**config.mk**
```make
export PLATFORM = sky130hd
export DESIGN_NAME = snor_cmd_engine
export DESIGN_NICKNAME = d
export VERILOG_FILES = /design/src/rtl/snor_pkg.sv /design/src/rtl/snor_cfg_regs.sv /design/src/rtl/snor_byte_buf.sv /design/src/rtl/snor_cmd_engine.sv
export SDC_FILE = /design/constraint.sdc
export NUM_CORES = 1
export LEC_CHECK = 0
export BUFFER_PORTS_ARGS = -buffer_cell sky130_fd_sc_hd__buf_2
export CAP_MARGIN = 0
export CORE_ASPECT_RATIO = 0.7
export CORE_MARGIN = 2
export CORE_UTILIZATION = 25
export CTS_CLUSTER_DIAMETER = 100
export CTS_CLUSTER_SIZE = 10
export DETAILED_ROUTE_END_ITERATION = 8
export GPL_TIMING_DRIVEN = 0
export SYNTH_ARGS = -nofsm -noshare
export SYNTH_HDL_FRONTEND = slang
export SYNTH_HIERARCHICAL = 1
export SYNTH_SLANG_ARGS = --single-unit
```
**constraint.sdc**
```tcl
create_clock -name clk -period 2.85 [get_ports clk]
set_input_delay 0.1425 -clock clk [delete_from_list [all_inputs] [get_ports clk]]
set_output_delay 0.1425 -clock clk [all_outputs]
set_load 0.01 [all_outputs]
```
**src/rtl/snor_pkg.sv**
```systemverilog
package snor_pkg;

  typedef enum logic [2:0] {
    ST_IDLE,
    ST_PROG,
    ST_READ,
    ST_COLLECT,
    ST_REPLY
  } eng_state_t;

  typedef struct packed {
    logic        wel;
    logic        ren;
    logic        addr4;
    logic [7:0]  seg;
    logic [15:0] nv;
    logic [7:0]  vcfg;
    logic [7:0]  ecfg;
  } cfg_state_t;

  localparam logic [7:0] OP_WREN      = 8'h06;
  localparam logic [7:0] OP_WRDI      = 8'h04;
  localparam logic [7:0] OP_RDSR      = 8'h05;
  localparam logic [7:0] OP_RDFLAG    = 8'h70;
  localparam logic [7:0] OP_RDID      = 8'h9F;
  localparam logic [7:0] OP_READ      = 8'h03;
  localparam logic [7:0] OP_FREAD     = 8'h0B;
  localparam logic [7:0] OP_PROG      = 8'h02;
  localparam logic [7:0] OP_SERASE    = 8'hD8;
  localparam logic [7:0] OP_A4_ON     = 8'hB7;
  localparam logic [7:0] OP_A4_OFF    = 8'hE9;
  localparam logic [7:0] OP_SEG_RD    = 8'hC8;
  localparam logic [7:0] OP_SEG_WR    = 8'hC5;
  localparam logic [7:0] OP_VCFG_RD   = 8'h85;
  localparam logic [7:0] OP_VCFG_WR   = 8'h81;
  localparam logic [7:0] OP_ECFG_RD   = 8'h65;
  localparam logic [7:0] OP_ECFG_WR   = 8'h61;
  localparam logic [7:0] OP_NVCFG_RD  = 8'hB5;
  localparam logic [7:0] OP_NVCFG_WR  = 8'hB1;
  localparam logic [7:0] OP_RST_ARM   = 8'h66;
  localparam logic [7:0] OP_RST_GO    = 8'h99;

  function automatic logic [7:0] vcfg_from_nv(input logic [15:0] n);
    return {n[15:12], (n[11:9] != 3'b111), 1'b0, 2'b11};
  endfunction

  function automatic logic [7:0] ecfg_from_nv(input logic [15:0] n);
    return {n[3], n[2], 1'b0, 5'b11111};
  endfunction

  function automatic logic [7:0] seg_from_nv(input logic [15:0] n);
    return n[1] ? 8'h00 : 8'h03;
  endfunction

endpackage

```
**src/rtl/snor_cfg_regs.sv**
```systemverilog
module snor_cfg_regs
  import snor_pkg::*;
#(
  parameter logic [15:0] NV_RESET = 16'h8FFF
) (
  input  logic        clk,
  input  logic        rst_n,
  input  logic        wel_set,
  input  logic        wel_clr,
  input  logic        ren_set,
  input  logic        ren_clr,
  input  logic        a4_set,
  input  logic        a4_clr,
  input  logic        soft_rst,
  input  logic        seg_wr,
  input  logic        vcfg_wr,
  input  logic        ecfg_wr,
  input  logic        nv_wr,
  input  logic [15:0] wr_data,
  output cfg_state_t  cfg
);

  always_ff @(posedge clk) begin
    if (!rst_n) begin
      cfg.nv    <= NV_RESET;
      cfg.vcfg  <= vcfg_from_nv(NV_RESET);
      cfg.ecfg  <= ecfg_from_nv(NV_RESET);
      cfg.seg   <= seg_from_nv(NV_RESET);
      cfg.addr4 <= ~NV_RESET[0];
      cfg.wel   <= 1'b0;
      cfg.ren   <= 1'b0;
    end else if (soft_rst) begin
      cfg.vcfg  <= vcfg_from_nv(cfg.nv);
      cfg.ecfg  <= ecfg_from_nv(cfg.nv);
      cfg.seg   <= seg_from_nv(cfg.nv);
      cfg.addr4 <= ~cfg.nv[0];
      cfg.wel   <= 1'b0;
      cfg.ren   <= 1'b0;
    end else begin
      if (wel_set)      cfg.wel <= 1'b1;
      else if (wel_clr) cfg.wel <= 1'b0;
      if (ren_set)      cfg.ren <= 1'b1;
      else if (ren_clr) cfg.ren <= 1'b0;
      if (a4_set)       cfg.addr4 <= 1'b1;
      else if (a4_clr)  cfg.addr4 <= 1'b0;
      if (seg_wr)  cfg.seg  <= wr_data[7:0];
      if (vcfg_wr) cfg.vcfg <= wr_data[7:0];
      if (ecfg_wr) cfg.ecfg <= wr_data[7:0];
      if (nv_wr)   cfg.nv   <= wr_data;
    end
  end

  // a software reset leaves both latches clear
  a_r11_soft_rst_clears: assert property (@(posedge clk) disable iff (!rst_n)
    soft_rst |=> (!cfg.wel && !cfg.ren));

  // the segment register only moves on a write or a reset
  a_r7_seg_hold: assert property (@(posedge clk) disable iff (!rst_n)
    (!seg_wr && !soft_rst) |=> $stable(cfg.seg));

  // a set request lands unless a reset overrides it
  a_r4_wel_set: assert property (@(posedge clk) disable iff (!rst_n)
    (wel_set && !soft_rst) |=> cfg.wel);

endmodule

```
**src/rtl/snor_byte_buf.sv**
```systemverilog
module snor_byte_buf #(
  parameter int DEPTH = 8,
  localparam int IW = (DEPTH > 1) ? $clog2(DEPTH) : 1
) (
  input  logic                  clk,
  input  logic                  rst_n,
  input  logic                  load_en,
  input  logic [DEPTH-1:0][7:0] load_vec,
  input  logic                  cap_en,
  input  logic [IW-1:0]         cap_idx,
  input  logic [7:0]            cap_byte,
  output logic [DEPTH-1:0][7:0] bytes_q
);

  for (genvar g = 0; g < DEPTH; g++) begin : g_slot
    always_ff @(posedge clk) begin
      if (!rst_n)
        bytes_q[g] <= 8'h00;
      else if (load_en)
        bytes_q[g] <= load_vec[g];
      else if (cap_en && (cap_idx == IW'(g)))
        bytes_q[g] <= cap_byte;
    end
  end

  // a parallel load and a single-byte capture never coincide
  a_r2_buf_exclusive: assert property (@(posedge clk) disable iff (!rst_n)
    !(load_en && cap_en));

endmodule

```
**src/rtl/snor_cmd_engine.sv**
```systemverilog
module snor_cmd_engine
  import snor_pkg::*;
#(
  parameter int          ADDR_W    = 32,
  parameter int          BUF_DEPTH = 8,
  parameter logic [23:0] ID_CODE   = 24'h20BA18,
  parameter logic [15:0] ID_EXT    = 16'h1044,
  parameter logic [15:0] NV_RESET  = 16'h8FFF
) (
  input  logic              clk,
  input  logic              rst_n,
  input  logic              cs_active,
  input  logic              rx_valid,
  input  logic [7:0]        rx_data,
  output logic              tx_valid,
  output logic [7:0]        tx_data,
  output logic              mem_rd,
  output logic              mem_wr,
  output logic              mem_erase,
  output logic [ADDR_W-1:0] mem_addr,
  output logic [7:0]        mem_wdata,
  input  logic [7:0]        mem_rdata
);

  localparam int CNT_W = $clog2(4 + 16);
  localparam int BUF_IW = (BUF_DEPTH > 1) ? $clog2(BUF_DEPTH) : 1;
  localparam int RL_W = $clog2(BUF_DEPTH + 1);

  eng_state_t  state, state_n;
  logic [7:0]  cmd, cmd_n;
  logic [CNT_W-1:0] need, need_n, cnt, cnt_n, alen;
  logic [RL_W-1:0]  pos, pos_n, rlen, rlen_n;
  logic [ADDR_W-1:0] cur_addr, addr_n, addr_asm;
  logic        erase_pend, erase_pend_n;
  logic [7:0]  resp;
  logic        take, done_collect;

  cfg_state_t cfg;
  logic wel_set, wel_clr, ren_set, ren_clr, a4_set, a4_clr, soft_rst;
  logic seg_wr, vcfg_wr, ecfg_wr, nv_wr;
  logic [15:0] wr_data;

  logic                      load_en, cap_en;
  logic [BUF_DEPTH-1:0][7:0] load_vec, bq;
  logic [7:0]                ab [4];

  snor_cfg_regs #(.NV_RESET(NV_RESET)) u_cfg (
    .clk(clk), .rst_n(rst_n),
    .wel_set(wel_set), .wel_clr(wel_clr),
    .ren_set(ren_set), .ren_clr(ren_clr),
    .a4_set(a4_set), .a4_clr(a4_clr),
    .soft_rst(soft_rst),
    .seg_wr(seg_wr), .vcfg_wr(vcfg_wr), .ecfg_wr(ecfg_wr), .nv_wr(nv_wr),
    .wr_data(wr_data),
    .cfg(cfg)
  );

  snor_byte_buf #(.DEPTH(BUF_DEPTH)) u_buf (
    .clk(clk), .rst_n(rst_n),
    .load_en(load_en), .load_vec(load_vec),
    .cap_en(cap_en), .cap_idx(cnt[BUF_IW-1:0]), .cap_byte(rx_data),
    .bytes_q(bq)
  );

  assign take = cs_active && rx_valid;
  assign alen = cfg.addr4 ? CNT_W'(4) : CNT_W'(3);
  assign done_collect = (cnt + CNT_W'(1)) == need;

  // address bytes: the byte arriving now completes the buffered ones
  for (genvar i = 0; i < 4; i++) begin : g_ab
    assign ab[i] = (cnt == CNT_W'(i)) ? rx_data : bq[i];
  end

  assign addr_asm = cfg.addr4 ? ADDR_W'({ab[0], ab[1], ab[2], ab[3]})
                              : ADDR_W'({cfg.seg[1:0], ab[0], ab[1], ab[2]});

  always_comb begin
    state_n = state; cmd_n = cmd; need_n = need; cnt_n = cnt;
    pos_n = pos; rlen_n = rlen; addr_n = cur_addr; erase_pend_n = 1'b0;
    resp = 8'h00;
    wel_set = 1'b0; wel_clr = 1'b0; ren_set = 1'b0; ren_clr = 1'b0;
    a4_set = 1'b0; a4_clr = 1'b0; soft_rst = 1'b0;
    seg_wr = 1'b0; vcfg_wr = 1'b0; ecfg_wr = 1'b0; nv_wr = 1'b0;
    wr_data = (cmd == OP_NVCFG_WR) ? {rx_data, bq[0]} : {8'h00, rx_data};
    load_en = 1'b0; load_vec = '0; cap_en = 1'b0;
    mem_rd = 1'b0; mem_wr = 1'b0;

    if (!cs_active) begin
      state_n = ST_IDLE;
    end else if (rx_valid) begin
      unique case (state)
        ST_IDLE: begin
          cmd_n = rx_data; cnt_n = '0; pos_n = '0;
          if (rx_data != OP_RST_GO) ren_clr = 1'b1;
          case (rx_data)
            OP_WREN:   wel_set = 1'b1;
            OP_WRDI:   wel_clr = 1'b1;
            OP_A4_ON:  a4_set = 1'b1;
            OP_A4_OFF: a4_clr = 1'b1;
            OP_RST_ARM: ren_set = 1'b1;
            OP_RST_GO:  soft_rst = cfg.ren;
            OP_RDSR: begin
              load_en = 1'b1; load_vec[0] = {6'b0, cfg.wel, 1'b0};
              rlen_n = RL_W'(1); state_n = ST_REPLY;
            end
            OP_RDFLAG: begin
              load_en = 1'b1; load_vec[0] = {7'b1000000, cfg.addr4};
              rlen_n = RL_W'(1); state_n = ST_REPLY;
            end
            OP_RDID: begin
              load_en = 1'b1;
              load_vec[0] = ID_CODE[23:16];
              load_vec[1] = ID_CODE[15:8];
              load_vec[2] = ID_CODE[7:0];
              load_vec[3] = ID_EXT[15:8];
              load_vec[4] = ID_EXT[7:0];
              rlen_n = (ID_EXT != 16'h0000) ? RL_W'(5) : RL_W'(3);
              state_n = ST_REPLY;
            end
            OP_SEG_RD: begin
              load_en = 1'b1; load_vec[0] = cfg.seg;
              rlen_n = RL_W'(1); state_n = ST_REPLY;
            end
            OP_VCFG_RD: begin
              load_en = 1'b1; load_vec[0] = cfg.vcfg;
              rlen_n = RL_W'(1); state_n = ST_REPLY;
            end
            OP_ECFG_RD: begin
              load_en = 1'b1; load_vec[0] = cfg.ecfg;
              rlen_n = RL_W'(1); state_n = ST_REPLY;
            end
            OP_NVCFG_RD: begin
              load_en = 1'b1;
              load_vec[0] = cfg.nv[7:0];
              load_vec[1] = cfg.nv[15:8];
              rlen_n = RL_W'(2); state_n = ST_REPLY;
            end
            OP_READ, OP_PROG, OP_SERASE: begin
              need_n = alen; state_n = ST_COLLECT;
            end
            OP_FREAD: begin
              need_n = alen + CNT_W'(cfg.vcfg[7:4]); state_n = ST_COLLECT;
            end
            OP_SEG_WR, OP_VCFG_WR, OP_ECFG_WR: begin
              if (cfg.wel) begin
                need_n = CNT_W'(1); state_n = ST_COLLECT;
              end
            end
            OP_NVCFG_WR: begin
              if (cfg.wel) begin
                need_n = CNT_W'(2); state_n = ST_COLLECT;
              end
            end
            default: ;
          endcase
        end

        ST_COLLECT: begin
          cap_en = cnt < CNT_W'(BUF_DEPTH);
          cnt_n = cnt + CNT_W'(1);
          if (done_collect) begin
            state_n = ST_IDLE;
            case (cmd)
              OP_READ, OP_FREAD: begin addr_n = addr_asm; state_n = ST_READ; end
              OP_PROG:   begin addr_n = addr_asm; state_n = ST_PROG; end
              OP_SERASE: begin addr_n = addr_asm; erase_pend_n = cfg.wel; end
              OP_SEG_WR:   seg_wr = 1'b1;
              OP_VCFG_WR:  vcfg_wr = 1'b1;
              OP_ECFG_WR:  ecfg_wr = 1'b1;
              OP_NVCFG_WR: nv_wr = 1'b1;
              default: ;
            endcase
          end
        end

        ST_REPLY: begin
          resp = bq[pos[BUF_IW-1:0]];
          pos_n = pos + RL_W'(1);
          if (pos + RL_W'(1) == rlen) state_n = ST_IDLE;
        end

        ST_READ: begin
          mem_rd = 1'b1;
          resp = mem_rdata;
          addr_n = cur_addr + ADDR_W'(1);
        end

        ST_PROG: begin
          mem_wr = cfg.wel;
          addr_n = cur_addr + ADDR_W'(1);
        end

        default: state_n = ST_IDLE;
      endcase
    end
  end

  assign mem_addr  = cur_addr;
  assign mem_wdata = rx_data;
  assign mem_erase = erase_pend;

  always_ff @(posedge clk) begin
    if (!rst_n) begin
      state <= ST_IDLE; cmd <= 8'h00; need <= '0; cnt <= '0;
      pos <= '0; rlen <= '0; cur_addr <= '0; erase_pend <= 1'b0;
      tx_valid <= 1'b0; tx_data <= 8'h00;
    end else begin
      state <= state_n; cmd <= cmd_n; need <= need_n; cnt <= cnt_n;
      pos <= pos_n; rlen <= rlen_n; cur_addr <= addr_n;
      erase_pend <= erase_pend_n;
      tx_valid <= take;
      tx_data  <= take ? resp : 8'h00;
    end
  end

  // every taken byte is answered on the following cycle
  a_r2_answer: assert property (@(posedge clk) disable iff (!rst_n)
    take |=> tx_valid);
  // no byte taken, nothing presented
  a_r2_quiet: assert property (@(posedge clk) disable iff (!rst_n)
    !take |=> (!tx_valid && tx_data == 8'h00));
  // deselect always lands in idle
  a_r3_deselect_idle: assert property (@(posedge clk) disable iff (!rst_n)
    !cs_active |=> state == ST_IDLE);
  // program strobe only with write-enable held
  a_r9_wr_needs_wel: assert property (@(posedge clk) disable iff (!rst_n)
    mem_wr |-> cfg.wel);
  // erase is a single-cycle pulse
  a_r10_erase_pulse: assert property (@(posedge clk) disable iff (!rst_n)
    mem_erase |=> !mem_erase);
  // read and program never share a cycle
  a_r6_rd_wr_excl: assert property (@(posedge clk) disable iff (!rst_n)
    mem_rd |-> !mem_wr);
  // the collect counter stays below its target
  a_r8_collect_bound: assert property (@(posedge clk) disable iff (!rst_n)
    state == ST_COLLECT |-> cnt < need);
  // the reply pointer stays inside the loaded bytes
  a_r5_reply_bound: assert property (@(posedge clk) disable iff (!rst_n)
    state == ST_REPLY |-> pos < rlen);

endmodule

```
Word level (Yosys, flattened, before mapping)
Cells that the tools add are included.
Widths: inputs -> output; s select.
{ "word_totals": {"regBits": 178, "in_bits": 20} }
{ "classes": {"eq_ne": 54, "order_cmp": 2, "n_mux": 114, "n_bitwise": 4, "reduce_logical": 50, "addsub": 4} }
{ "ops": {"columns": ["operator", "n"], "rows": [
  ["$mux 8", 18],
  ["$eq 8x8->1 const B", 15],
  ["$mux 39", 3],
  ["$mux 32", 3],
  ["$mux 1", 67],
  ["$pmux 32 s2", 1],
  ["$pmux 8 s7", 1],
  ["$eq 8x7->1 const B", 5],
  ["$add 32x1->32 const B", 1],
  ["$eq 8x2->1 const B", 4],
  ["$mux 16", 2],
  ["$pmux 8 s2", 2],
  ["$reduce_bool 2->1", 13],
  ["$bmux 8 s3", 1],
  ["$eq 8x3->1 const B", 3],
  ["$mux 23", 1],
  ["$pmux 5 s4", 1],
  ["$reduce_and 6->1", 3],
  ["$eq 8x4->1 const B", 2],
  ["$eq 3x3->1 const B", 5],
  ["$eq 3x2->1 const B", 4],
  ["$mux 3", 4],
  ["$pmux 3 s4", 1],
  ["$pmux 4 s3", 1],
  ["38 further kinds", 67]
]} }

Logic depth before layout (Yosys ltp)
{ "logic_depth": {"depth_word": 8, "ltp_mapped": 14} }

Hierarchy
The synthesis kept the hierarchy.
{ "by_module_without_submodules": {"columns": ["mod", "cells_each", "instances", "area_per_inst_um2"], "rows": [
  ["snor_cmd_engine", 814, 1, 6115.9],
  ["snor_byte_buf", 311, 1, 3209.3],
  ["snor_cfg_regs", 176, 1, 1627.8]
]} }

Worst setup path after synthesis
OpenSTA, ideal clock, no wires.
{ "synth_timing": {"kind": "reg-to-reg", "from": "register cnt[0]", "to": "register u_cfg/cfg[11] (netlist name)", "arrival_time_ns": 2.816, "setup_ns": 0.116, "setup_slack_ns": -0.082, "n_path_buf": 1, "path_stages_with_launch": 11, "t_required_ns": 2.734, "cell_sequence": "dfxtp_1 -> inv_1 -> ha_1 -> xor2_1 -> nor2_1 -> o2111ai_1 -> or4_1 -> nor4b_1 -> buf_6 -> mux2_4 -> o211a_1"} }
{ "synth_via": {"elab_chain_cells": 7} }
{ "synth_lines": {"columns": ["item", "line_no", "text"], "rows": [
  ["from (decl)", "snor_cmd_engine.sv:31", "logic [CNT_W-1:0] need, need_n, cnt, cnt_n, alen;"],
  ["from (signal assigned)", "snor_cmd_engine.sv:208", "state <= state_n; cmd <= cmd_n; need <= need_n; cnt <= cnt_n;"],
  ["$add 5x1->5", "snor_cmd_engine.sv:67", "assign done_collect = (cnt + CNT_W'(1)) == need;"],
  ["$eq 5x5->1", "snor_cmd_engine.sv:67", null],
  ["$mux 1", "snor_cmd_engine.sv:161", "if (done_collect) begin"],
  ["$mux 1", "snor_cmd_engine.sv:91", "unique case (state)"],
  ["$mux 1", "snor_cmd_engine.sv:90", "end else if (rx_valid) begin"],
  ["$mux 1", "snor_cmd_engine.sv:88", "if (!cs_active) begin"],
  ["via vcfg_wr", "snor_cmd_engine.sv:40", "logic seg_wr, vcfg_wr, ecfg_wr, nv_wr;"],
  ["$reduce_bool 2->1 (no source line)", null, null]
]} }
The timed path passes the listed nets, and every way through them passes these cells.
A chain may end at the register's enable or synchronous reset.

Worst setup path in the final report
{ "layout_timing": {"from": "register cnt[1]", "to": "register u_cfg/cfg[11] (netlist name)"} }
{ "layout_via": {"elab_chain_cells": 7} }
{ "layout_lines": {"columns": ["item", "line_no"], "rows": [
  ["$add 5x1->5", "snor_cmd_engine.sv:67"],
  ["$eq 5x5->1", "snor_cmd_engine.sv:67"],
  ["$mux 1", "snor_cmd_engine.sv:161"],
  ["$mux 1", "snor_cmd_engine.sv:91"],
  ["$mux 1", "snor_cmd_engine.sv:90"],
  ["$mux 1", "snor_cmd_engine.sv:88"],
  ["via vcfg_wr", "snor_cmd_engine.sv:40"],
  ["$reduce_bool 2->1 (no source line)", null]
]} }
The timed path passes the listed nets, and every way through them passes these cells.

==> impl_metrics.toml <==
[outcome]
run_status = "complete, but fails checks"
violations_in_the_final_reports = "setup timing"

[yosys]
synth_top_area_share_pct = 32.35
avgSynthCellArea_sq_um = 8.419
post_synth_edffs = 0
ys_async_sr_fraction_pct = 0
netlist_instances = 1301
yosysTopAreaCell = "sky130_fd_sc_hd__dfxtp_1"
synthTopCellsByArea = "sky130_fd_sc_hd__dfxtp_1, sky130_fd_sc_hd__mux2i_1, sky130_fd_sc_hd__o211a_1"
synth_ff_type = "sky130_fd_sc_hd__dfxtp_1"
synthesis.area_sq_um = 10950
sequential_fraction_of_the_synthesis_area_pct = 32.35
ys.warnings.count = 6
synth_seq_cells = 177
synth.distinct_cells = 87

[global_route]
largest_net_degree_at_the_start_of_global_routing = 17
number_of_antenna_violations_at_the_first_check_in_global_routing = 2
globalRoute.totalOverflow = 0
first_pass_grt_wire_length_mm = 64.96
grt_util_all_layers_pct = 19.01
grt_pass1_vias = 10585

[clock_tree]
cts-root-buf = "sky130_fd_sc_hd__clkbuf_16"
cts.reportedPaths.clkPinSlew_ps = 70
tritoncts_num_sinks = 177
htree_num_levels = 4
worstSkewPairLatency_ps = 470
cts-root-to-sink-buffers = 2
tritoncts_clock_tree = "yes"
cts_buffers = 17

[sta]
finalWorstPathRequiredPeriod_ps = 2869
timing.hold.ws_ps = 41.93
report.final.slew_viol_count = 0
worstMarginPinSlew_ps = 995.4
clock.fmax_mhz = 348.5
grt_setup_unrepaired = "yes"
worst_clock_skew_ps = 11.92
share_of_the_clock_period_used_by_the_worst_path_after_layout_pct = 100.7
slew-limit-headroom_pct = 33.64
hold_violations = 0
fin_tns_setup_ps = -19.21
fin_ws_ps = -19.21
setup_viol = 1

[detailed_routing]
drtAntennaViolNets = 0
routed-via-count = 11329
routed_wire_length_per_instance_microns = 21.10
dr.first_iter.drc_count = 1669
drt-total-wl_mm = 43.40
first_pass_iters = 6
route.detailed.drc = 0
post_drt_via_cell_ratio = 5.508

[placed_design]
detailedPlace.worstSlack_ps = -1058
gp_congestion = 0.9496
dpl.hpwl_mm = 31.81
dp_cells = 2004
port-buffer-count = 67
postPlaceCellArea_sq_um = 12190

[final_layout]
layout.area.seq_sq_um = 3558
layout-drive-gt1-share_pct = 16.88
final_cells = 2057
finalNetCount = 1482
num_antenna_cells = 0
postLayoutCellArea_sq_um = 13230
filler_cell_count = 4586
syn2layout_area_growth_pct = 20.74
multi_input_gate_area_sq_um = 6987

[floorplanning]
start_util_pct = 25.19
fp.coreArea_sq_um = 43480
chipHeight_microns = 179.1
chipWidth_microns = 254.2
design.portCount = 72
die_area_sq_um = 45530
row_count = 64

[worst_setup_path]
slowest_stage_cell_cp = "sky130_fd_sc_hd__or4_4"
slowest_delay_ps = 600
crit_chain = "inv_4 > ha_4 > xor2_1 > nor2_1 > o2111ai_2 > or4_4 > nor4b_4 > buf_6 > mux2_4 > o211a_1"
crit_fanout = 6
required_ps = 3210
arrival_ps = 3230
critical_path.startpoint_type = "flop"
critPathKind = "flop to flop"
cp-end-kind = "flop"

[flow_run]
maxCapViolCount = 0

[worst_hold_path]
worstHoldPathType = "primary input to flop"

[power_and_ir_drop]
power.density_cell_area_nw_per_um2 = 402.3
power_leakage_nw = 5.472
worst_ir_drop_vdd_uv = 318.8
==> kinds of logic (layout without fill, tap and decap cells) <==
group	count (synthesis)	in the layout	share of synthesized area, %
XOR/XNOR	12	12	0.9596
flip-flops	177	177	32.35
adder cells (fa/ha/maj)	10	10	1.211
buffers and inverters	147	267	6.648
AO/OA/AOI/OAI	394	394	24.26
other	1	43	0.03424
AND/OR/NAND/NOR	428	428	20.40
multiplexers	132	132	14.13
==> sequential cells by signal, indices dropped and copies added, names as in the netlist <==
| signal | flops |
|---|---|
| cmd | 8 |
| cnt | 5 |
| mem_addr | 32 |
| mem_erase | 1 |
| need | 5 |
| pos | 4 |
| rlen | 3 |
| state | 3 |
| tx_data | 8 |
| tx_valid | 1 |
| u_buf/bytes_q | 64 |
| u_cfg/cfg | 43 |
==> synthesized netlist by cell type (17+ instances only) <==
cell type,n
sky130_fd_sc_hd__mux2_2,17
sky130_fd_sc_hd__dfxtp_1,177
sky130_fd_sc_hd__nor2_1,93
sky130_fd_sc_hd__inv_1,21
sky130_fd_sc_hd__o211a_1,57
sky130_fd_sc_hd__buf_2,29
sky130_fd_sc_hd__mux2i_1,98
sky130_fd_sc_hd__nor3_1,27
sky130_fd_sc_hd__o21ai_0,87
sky130_fd_sc_hd__buf_4,17
sky130_fd_sc_hd__o21ai_1,23
sky130_fd_sc_hd__a21oi_1,91
sky130_fd_sc_hd__nand3_1,39
sky130_fd_sc_hd__clkbuf_1,61
sky130_fd_sc_hd__nand2_1,126
==> metal layers <==
metal / wire length, microns / track usage [%]
met2: 17130 / 25.89
met3: 5703 / 7.636
met4: 824 / 5.074
met1: 19710 / 27.19
met5: 35 / 0
==> area by class of cell <==
class                      instances  share of cell area (%)
inverter                          21                  0.6339
clock inverter                    11                  0.9934
buffer                           123                   5.487
clock buffer                      19                   3.349
tap                              594                   5.620
multi-input combinational       1019                   52.83
sequential                       177                   26.91
timing repair buffer              93                   4.182
==> path summary, 6_finish.rpt <==
kind / startpoint / to / slack (ps) / depth (start not counted)
worst min-delay path: rst_n / u_cfg/cfg[29] / 40 / 2
worst max-delay path: cnt[1] / u_cfg/cfg[11] / -20 / 10
worst min register to register: u_cfg/cfg[23] / u_cfg/cfg[23] / 470 / 2
worst max register to register: cnt[1] / u_cfg/cfg[11] / -20 / 10
==> per-stage QoR <==
| step | utilization, % | power (mW) |
|---|---|---|
| CTS | 30.01 | 5.317 |
| global placement | 28.04 | 2.901 |
| floorplan | - | 2.767 |
| detailed placement | 28.04 | 2.903 |
| finish | 30.42 | 5.320 |
| global route | 30.42 | 5.470 |
==> repair_timing <==
item                                   4_1_cts  5_1_grt
resized for setup                           31       36
setup buffers                               10        7
setup endpoints to repair                   96      105
hold buffers                                 9        0
endpoints found under the hold margin        9        0
pin swaps                                    2        8
==> layout by cell type, fill, tap and decap left out, types with 14 or more instances in the layout <==
| master | netlist | layout |
|---|---|---|
| sky130_fd_sc_hd__dfxtp_1 | 177 | 171 |
| sky130_fd_sc_hd__nand2_1 | 126 | 126 |
| sky130_fd_sc_hd__mux2i_1 | 98 | 98 |
| sky130_fd_sc_hd__a21oi_1 | 91 | 91 |
| sky130_fd_sc_hd__nor2_1 | 93 | 90 |
| sky130_fd_sc_hd__buf_2 | 29 | 87 |
| sky130_fd_sc_hd__o21ai_0 | 87 | 85 |
| sky130_fd_sc_hd__clkbuf_1 | 61 | 60 |
| sky130_fd_sc_hd__o211a_1 | 57 | 57 |
| sky130_fd_sc_hd__conb_1 | 1 | 43 |
| sky130_fd_sc_hd__nand3_1 | 39 | 36 |
| sky130_fd_sc_hd__buf_4 | 17 | 31 |
| sky130_fd_sc_hd__nor3_1 | 27 | 26 |
| sky130_fd_sc_hd__o21ai_1 | 23 | 24 |
| sky130_fd_sc_hd__inv_1 | 21 | 18 |
| sky130_fd_sc_hd__mux2_2 | 17 | 17 |
| sky130_fd_sc_hd__clkbuf_16 | 0 | 17 |
| sky130_fd_sc_hd__mux4_2 | 16 | 16 |
| sky130_fd_sc_hd__a22oi_1 | 16 | 15 |
| sky130_fd_sc_hd__nor2b_1 | 14 | 14 |
| sky130_fd_sc_hd__o22ai_1 | 14 | 14 |
==> worst max-delay path: cells and delay by family, from the launching register on <==
family / cells / cell delay [ps]
buffers and inverters: 2 / 220
XOR/XNOR: 1 / 140
flip-flops: 1 / 420
adder cells (fa/ha/maj): 1 / 220
AO/OA/AOI/OAI: 2 / 390
AND/OR/NAND/NOR: 3 / 1070
multiplexers: 1 / 300
==> power breakdown <==
part | leakage, nW | internal [mW] | switching (mW)
clock | 0.278 | 1.32 | 1.12
combinational | 3.76 | 0.123 | 0.255
sequential | 1.43 | 2.48 | 0.0197
total | 5.47 | 3.92 | 1.40
(Power assumes the default switching activity.)
